===== src/rtl/bseq_pkg.sv =====
package bseq_pkg;
  localparam int BEATS = 4;
  localparam int OFF_W = $clog2(BEATS);

  typedef logic [OFF_W-1:0] off_t;

  typedef enum logic [1:0] {
    CMD_HOLD = 2'd0,
    CMD_LOAD = 2'd1,
    CMD_STOP = 2'd2,
    CMD_STEP = 2'd3
  } cmd_e;

  // Offset visited on a given beat for either order.
  function automatic off_t visit_offset(input off_t start, input off_t beat,
                                        input logic interleave);
    off_t sum;
    sum = off_t'(start + beat);
    return interleave ? (start ^ beat) : sum;
  endfunction

  // Command decode; suspend has priority over everything.
  function automatic cmd_e decode_cmd(input logic suspend, input logic sel,
                                      input logic adv);
    if (suspend) return CMD_HOLD;
    if (adv) return CMD_STEP;
    return sel ? CMD_LOAD : CMD_STOP;
  endfunction
endpackage


===== src/rtl/bseq_ctrl.sv =====
module bseq_ctrl
  import bseq_pkg::*;
#(
  parameter int ADDR_W = 17
) (
  input  logic              clk,
  input  logic              rst_n,
  input  cmd_e              cmd,
  input  logic [ADDR_W-1:0] ext_addr,
  input  logic              is_read,
  output logic              active,
  output off_t              beat,
  output logic [ADDR_W-1:0] base,
  output logic              dir_read
);
  logic ev_load, ev_stop, ev_step, ev_idle_step;

  assign ev_load      = (cmd == CMD_LOAD);
  assign ev_stop      = (cmd == CMD_STOP);
  assign ev_step      = (cmd == CMD_STEP) && active;
  assign ev_idle_step = (cmd == CMD_STEP) && !active;

  always_ff @(posedge clk or negedge rst_n) begin
    if (!rst_n) begin
      active   <= 1'b0;
      beat     <= '0;
      base     <= '0;
      dir_read <= 1'b0;
    end else begin
      if (ev_load) begin
        active   <= 1'b1;
        beat     <= '0;
        base     <= ext_addr;
        dir_read <= is_read;
      end else if (ev_stop) begin
        active <= 1'b0;
      end else if (ev_step) begin
        beat <= beat + off_t'(1);
      end
    end
  end

  assert_hold_R9: assert property (@(posedge clk) disable iff (!rst_n)
    (cmd == CMD_HOLD) |=> $stable(active) && $stable(beat) && $stable(base) && $stable(dir_read));

  assert_stop_R8: assert property (@(posedge clk) disable iff (!rst_n)
    ev_stop |=> !active);

  assert_idle_R10: assert property (@(posedge clk) disable iff (!rst_n)
    ev_idle_step |=> !active && $stable(beat));

  assert_dir_keep_R7: assert property (@(posedge clk) disable iff (!rst_n)
    (cmd == CMD_STEP) |=> $stable(dir_read) && $stable(base));

  assert_restart_R11: assert property (@(posedge clk) disable iff (!rst_n)
    ev_load |=> active && (beat == '0));
endmodule


===== src/rtl/bseq_addr.sv =====
module bseq_addr
  import bseq_pkg::*;
#(
  parameter int ADDR_W = 17
) (
  input  logic [ADDR_W-1:0] base,
  input  off_t              beat,
  input  logic              interleave,
  input  logic              active,
  output logic [ADDR_W-1:0] addr
);
  localparam int UP_W = ADDR_W - OFF_W;

  off_t low_off;
  assign low_off = visit_offset(base[OFF_W-1:0], beat, interleave);

  generate
    if (UP_W > 0) begin : g_upper
      assign addr = active ? {base[ADDR_W-1:OFF_W], low_off} : '0;
    end else begin : g_lowonly
      assign addr = active ? low_off[ADDR_W-1:0] : '0;
    end
  endgenerate
endmodule


===== src/rtl/burst_addr_seq.sv =====
module burst_addr_seq
  import bseq_pkg::*;
#(
  parameter int ADDR_W = 17
) (
  input  logic              clk,
  input  logic              rst_n,
  input  logic              suspend,
  input  logic              chip_sel,
  input  logic              adv_nload,
  input  logic              is_read,
  input  logic              order_xor,
  input  logic [ADDR_W-1:0] ext_addr,
  output logic [ADDR_W-1:0] cur_addr,
  output logic              burst_active,
  output logic              burst_read
);
  cmd_e              cmd;
  logic              st_active;
  off_t              st_beat;
  logic [ADDR_W-1:0] st_base;
  logic              st_dir;

  assign cmd = decode_cmd(suspend, chip_sel, adv_nload);

  bseq_ctrl #(.ADDR_W(ADDR_W)) u_ctrl (
    .clk      (clk),
    .rst_n    (rst_n),
    .cmd      (cmd),
    .ext_addr (ext_addr),
    .is_read  (is_read),
    .active   (st_active),
    .beat     (st_beat),
    .base     (st_base),
    .dir_read (st_dir)
  );

  bseq_addr #(.ADDR_W(ADDR_W)) u_addr (
    .base       (st_base),
    .beat       (st_beat),
    .interleave (order_xor),
    .active     (st_active),
    .addr       (cur_addr)
  );

  assign burst_active = st_active;
  assign burst_read   = st_dir;

  assert_first_R2: assert property (@(posedge clk) disable iff (!rst_n)
    (!suspend && !adv_nload && chip_sel) |=>
      burst_active && (cur_addr == $past(ext_addr)) && (burst_read == $past(is_read)));

  assert_lin_step_R3: assert property (@(posedge clk) disable iff (!rst_n)
    (!suspend && adv_nload && burst_active && !order_xor) |=>
      (order_xor || (cur_addr[OFF_W-1:0] == off_t'($past(cur_addr[OFF_W-1:0]) + off_t'(1)))));

  assert_upper_keep_R6: assert property (@(posedge clk) disable iff (!rst_n)
    (!suspend && adv_nload && burst_active) |=>
      (cur_addr[ADDR_W-1:OFF_W] == $past(cur_addr[ADDR_W-1:OFF_W])));

  assert_out_hold_R9: assert property (@(posedge clk) disable iff (!rst_n)
    suspend |=> $stable(burst_active) && $stable(burst_read));
endmodule


===== config.mk =====
export PLATFORM = sky130hd
export DESIGN_NAME = burst_addr_seq
export DESIGN_NICKNAME = d
export VERILOG_FILES = /design/src/rtl/bseq_pkg.sv /design/src/rtl/bseq_ctrl.sv /design/src/rtl/bseq_addr.sv /design/src/rtl/burst_addr_seq.sv
export SDC_FILE = /design/constraint.sdc
export NUM_CORES = 1
export LEC_CHECK = 0
export ABC_CLOCK_PERIOD_IN_PS = 1500
export BUFFER_PORTS_ARGS = -buffer_cell sky130_fd_sc_hd__buf_2
export CAP_MARGIN = 5
export CORE_MARGIN = 2
export CORE_UTILIZATION = 46
export DETAILED_ROUTE_END_ITERATION = 12
export GPL_TIMING_DRIVEN = 0
export PLACE_DENSITY = 0.75
export RECOVER_POWER = 50
export SYNTH_ARGS = -nofsm -noshare
export SYNTH_HDL_FRONTEND = slang
export SYNTH_HIERARCHICAL = 1
export SYNTH_SLANG_ARGS = --single-unit
export TNS_END_PERCENT = 100

===== constraint.sdc =====
create_clock -name clk -period 1.5 [get_ports clk]
set_input_delay 0.15 -clock clk [delete_from_list [all_inputs] [get_ports clk]]
set_output_delay 0.15 -clock clk [all_outputs]
set_load 0.005 [all_outputs]

### Yosys cells after proc, flatten, opt, wreduce, memory -nomap -nowiden

Cells that the tools add are included.

| storage, ports and cells | value |
|---|---|
| register bits after elaboration | 21 |
| bits of input ports | 24 |
| output and inout bits | 19 |
| logic and storage cells | 30 |

| cells by class | value |
|---|---|
| add/sub/neg operators | 2 |
| equality and inequality tests | 4 |
| muxes and demuxes | 15 |
| bitwise operators | 1 |
| reduce and logical (&&, ||, !) cells | 4 |

Operators by type and width:

| kind | number |
|---|---|
| 2-to-1 mux 2 bit | 9 |
| 2-to-1 mux 17 bit | 1 |
| 2-to-1 mux 1 bit | 5 |
| equality test 2 bit, second input constant | 2 |
| nonzero test 2 bit | 2 |
| adder 2 x 1 -> 2 bit, second input constant | 1 |
| adder 2 bit | 1 |
| equality test 2 x 1 -> 1 bit, second input constant | 1 |
| inequality test 2 x 1 -> 1 bit, second input constant | 1 |
| AND reduction 2 bit | 1 |
| XOR 2 bit | 1 |
| logical AND 1 bit | 1 |

### Depth between registers and ports, before layout

| depth | value |
|---|---|
| depth after elaboration | 9 |
| gate-level depth with buffers | 8 |
| gate-level depth less buffers | 7 |

### By module

The synthesis kept the hierarchy.

Modules (own cells, without submodules):

| module | times used | cells an instance | area each (um^2) |
|---|---|---|---|
| bseq_ctrl | 1 | 56 | 853.3 |
| bseq_addr | 1 | 22 | 155.1 |
| burst_addr_seq | 1 | 4 | 20.0 |

### Least setup slack after synthesis

No wires, ideal clock.

| timing path | value |
|---|---|
| kind | input to register |
| start point | in chip_sel |
| end point | reg u_ctrl.base[16] |
| setup time | 0.125 ns |
| arrival | 1.060 ns |
| path slack | 0.315 ns |
| cell stages on the path | 5 |
| buffers on the path | 1 |
| path through | nor2_1 -> nor2_1 -> ha_1 -> buf_6 -> mux2_2 |

| on the way | value |
|---|---|
| cells in the longest elaborated chain, start to end | 4 |

Ends and longest elaborated chain:

| item | line | text |
|---|---|---|
| from (decl) | burst_addr_seq.sv:9 | `input logic chip_sel,` |
| 2-to-1 mux 2 bit (2 in a row) | bseq_pkg.sv:27 | `return sel ? CMD_LOAD : CMD_STOP;` |
| 2-to-1 mux 2 bit | bseq_pkg.sv:26 | `if (adv) return CMD_STEP;` |
| named net cmd[0] | burst_addr_seq.sv:18 | `cmd_e cmd;` |
| equality test 2 x 1 -> 1 bit | bseq_ctrl.sv:18 | `assign ev_load = (cmd == CMD_LOAD);` |
| named net u_ctrl.ev_load | bseq_ctrl.sv:16 | `logic ev_load, ev_stop, ev_step, ev_idle_step;` |
| to (signal assigned) | bseq_ctrl.sv:33 | `base <= ext_addr;` |
| to (decl) | bseq_ctrl.sv:13 | `output logic [ADDR_W-1:0] base,` |

The timed path passes the listed nets, and every way through them passes these cells.
A chain may end at the register's enable or synchronous reset.

### Worst setup path in the final report

| timing path | value |
|---|---|
| start point | reg u_ctrl.base[0] |
| end point | out cur_addr[1] |

| on the way | value |
|---|---|
| cells in the longest elaborated chain, start to end | 3 |

Ends and longest elaborated chain:

| item | line | text |
|---|---|---|
| adder 2 bit | bseq_pkg.sv:18 | `sum = off_t'(start + beat);` |
| 2-to-1 mux 2 bit | bseq_pkg.sv:19 | `return interleave ? (start ^ beat) : sum;` |
| 2-to-1 mux 17 bit | bseq_addr.sv:19 | `assign addr = active ? {base[ADDR_W-1:OFF_W], low_off} : '0;` |
| to (decl) | burst_addr_seq.sv:14 | `output logic [ADDR_W-1:0] cur_addr,` |

Every way passes these cells.

==> metrics.cfg <==
[setup_path]
crit_fanout=2
critPathLaunchType=flip-flop
crit_required_ns=1.35
criticalPathCategory=reg -> out
crit_arrival_ns=1.35
end_kind=output port

[floorplanning]
core_area_mm2=0.00217
io_pins=43
rows=17
die_width_um=51.3
die_area_mm2=0.00263
start_util_pct=47.4
die-height_um=51.3

[logic_synthesis]
synth_common_cells=21 x dfrtp_1, 19 x mux2_2, 17 x and2_1, 4 x ha_1
synth_edf_count=0
synth_top_area_cell=dfrtp_1
synth_ff_type=dfrtp_1
ys_types=18
syn_area_mm2=0.00103
synth_top_area_share_pct=51.1
synthArstFlopShare_pct=100
ys_warn_count=6
yosysMostFrequentCell=dfrtp_1
synthCells=82
ys_seq_area_share_pct=51.1
synth_seq_cells=21
syn_nets=110
synth_top_cells_by_area=dfrtp_1 51%, mux2_2 21%, and2_1 10%
synth.avg_cell_area_um2=12.5

[clock_tree]
cts_tree=built
cts_root_buffer=clkbuf_4
cts_max_path_buffers=2
cts_max_level=1
cts.sinks=21
clkLatencyLatePin_ns=0.30
clkTransAtPathRegs_ns=0.11
numCtsBuffers=3

[placed_design]
place_area_mm2=0.00127
io_buffers=42
post-place-ws_ns=0.0921
hpwlAfterDp_mm=1.43
gp_congestion=0.668

[global_route]
gr-usage-all-layers_pct=16.2
overflow=0
grt_pass1_vias=739
antenna_found_initial=0
grt_first_pass_wirelength_mm=3.13
grt_max_degree=22

[timing]
tns_ns=0
hold_viol=0
slew_viol_final=0
period_share_pct=100
worst_slew_pin_slew_ns=0.535
rsz0062_at_grt=yes
fmax_ghz=0.667
fin_crit_ns=1.50
relSlewSlack_pct=64.3
finClkSkew_ns=0.000526
setup_viol=0
fin_ws_ns=0.000316

[final_layout]
n_fill_cell=189
areaGrowthSynthToFinish_pct=30.5
fin_nets=162
n_antenna_cell=0
fin_area_mm2=0.00134
layout-drive-gt1-share_pct=55.6
seq_area_um2=527
postLayoutCoreUtil_pct=61.9
multi_input_area_um2=474

[route]
totalWireLength_mm=1.98
route.detailed.drc=0
routed_via_density=4.78
avgRoutedWirePerCell_um=12.3
vias=770
drt_iter0_markers=5
ant_nets=0
first_pass_iters=6

[pwr]
powerDensity_mw_per_mm2=996
p_leak_nw=0.678
ir_drop_v=0.000670

[status]
outcome=complete, no violations

[run]
drv_cap=0

[worst_hold_path]
min_path_type=in -> reg

[flip-flops by register name (all words and copies together) (netlist names)]
register and count:
u_ctrl/base 17, u_ctrl/dir_read 1, u_ctrl/beat 2, u_ctrl/active 1
[cell families (layout without fill, tap and decap cells)]
logic type	Yosys count	count (layout)	synth area share (%)
buf+inv	6	57	3.77
mux	19	19	20.8
compound gates	7	7	3.89
flops	21	21	51.1
simple gates	23	23	13.1
xor+xnor	2	2	2.43
fa+ha+maj	4	4	4.87
[stage by stage]
step | hold WS, ns | total power, mW | cells
6_report | 0.0714 | 1.34 | 161
3_3_place_gp | 0.125 | 1.04 | 152
3_5_place_dp | 0.126 | 1.06 | 152
5_1_grt | 0.0524 | 1.43 | 161
4_1_cts | 0.0672 | 1.34 | 158
2_1_floorplan | -0.146 | 0.914 | 82
[report_power, final]
| group | leakage [nW] | switching (mW) | internal, mW | total (mW) |
|---|---|---|---|---|
| combinational | 0.412 | 0.140 | 0.219 | 0.359 |
| sequential | 0.251 | 0.0501 | 0.661 | 0.711 |
| clock | 0.0150 | 0.163 | 0.104 | 0.267 |
[final cells by class]
| class | instances | share of cell area, % |
|---|---|---|
| sequential | 21 | 39.2 |
| multi-input combinational | 55 | 35.3 |
| timing repair buffer | 47 | 18.5 |
| tap | 28 | 2.61 |
| clock buffer | 4 | 1.96 |
| buffer | 3 | 1.49 |
| inverter | 3 | 0.839 |
[cell usage in the layout (no fill, tap or decap)]
| master | synthesis | final |
|---|---|---|
| ha_2 | 0 | 1 |
| a21oi_1 | 1 | 1 |
| clkbuf_2 | 0 | 1 |
| mux2_2 | 19 | 19 |
| dfrtp_2 | 0 | 1 |
| and2_1 | 17 | 17 |
| clkbuf_4 | 0 | 3 |
| inv_1 | 3 | 3 |
| ha_1 | 4 | 3 |
| o21ai_0 | 1 | 1 |
| buf_6 | 2 | 1 |
| nand3_1 | 1 | 1 |
| a21oi_2 | 1 | 1 |
| xnor2_1 | 1 | 1 |
| nor2b_4 | 0 | 1 |
| nor2_1 | 3 | 3 |
| clkbuf_1 | 0 | 3 |
| dfrtp_1 | 21 | 20 |
| o21ai_1 | 3 | 3 |
| xnor2_2 | 1 | 1 |
| dlygate4sd3_1 | 0 | 1 |
| buf_2 | 1 | 41 |
| buf_4 | 0 | 4 |
| nand2b_1 | 1 | 1 |
| a31oi_1 | 1 | 1 |
[timing repair]
item | 4_1_cts | 5_1_grt
gates resized for setup | 2 | 2
gates cloned | 0 | 0
endpoints found under the hold margin | 21 | 0
pin swaps | 0 | 3
setup buffers | 1 | 3
setup endpoints to repair | 10 | 10
hold buffers | 1 | 0
[critical path, cell delays in order (launching register included)]
cell and delay, ns:
dfrtp_1 0.40, ha_2 0.18, nor2b_4 0.12, xnor2_1 0.12
and2_1 0.13, buf_2 0.11
[metal layers]
layer / track usage [%] / vias up / part of all wire (%)
met5: 0 / - / 0
met2: 29.4 / 36 / 47
met3: 3.51 / 4 / 8.6
met4: 7.89 / 0 / 1.9
met1: 17.7 / 354 / 42
li1: - / 376 / -
[worst paths after layout]
check | from | endpoint | depth (start not counted) | slack, ns
max | u_ctrl/base[0] | cur_addr[1] | 5 | 0.0003
min | ext_addr[2] | u_ctrl/base[2] | 2 | 0.07
max reg2reg | u_ctrl/beat[0] | u_ctrl/beat[1] | 4 | 0.55
min reg2reg | u_ctrl/base[6] | u_ctrl/base[6] | 1 | 0.51
max in group asynchronous | rst_n | u_ctrl/active | 2 | 0.80
min in group asynchronous | rst_n | u_ctrl/base[5] | 2 | 0.33
No activity file was read; power rests on OpenSTA's default activity.
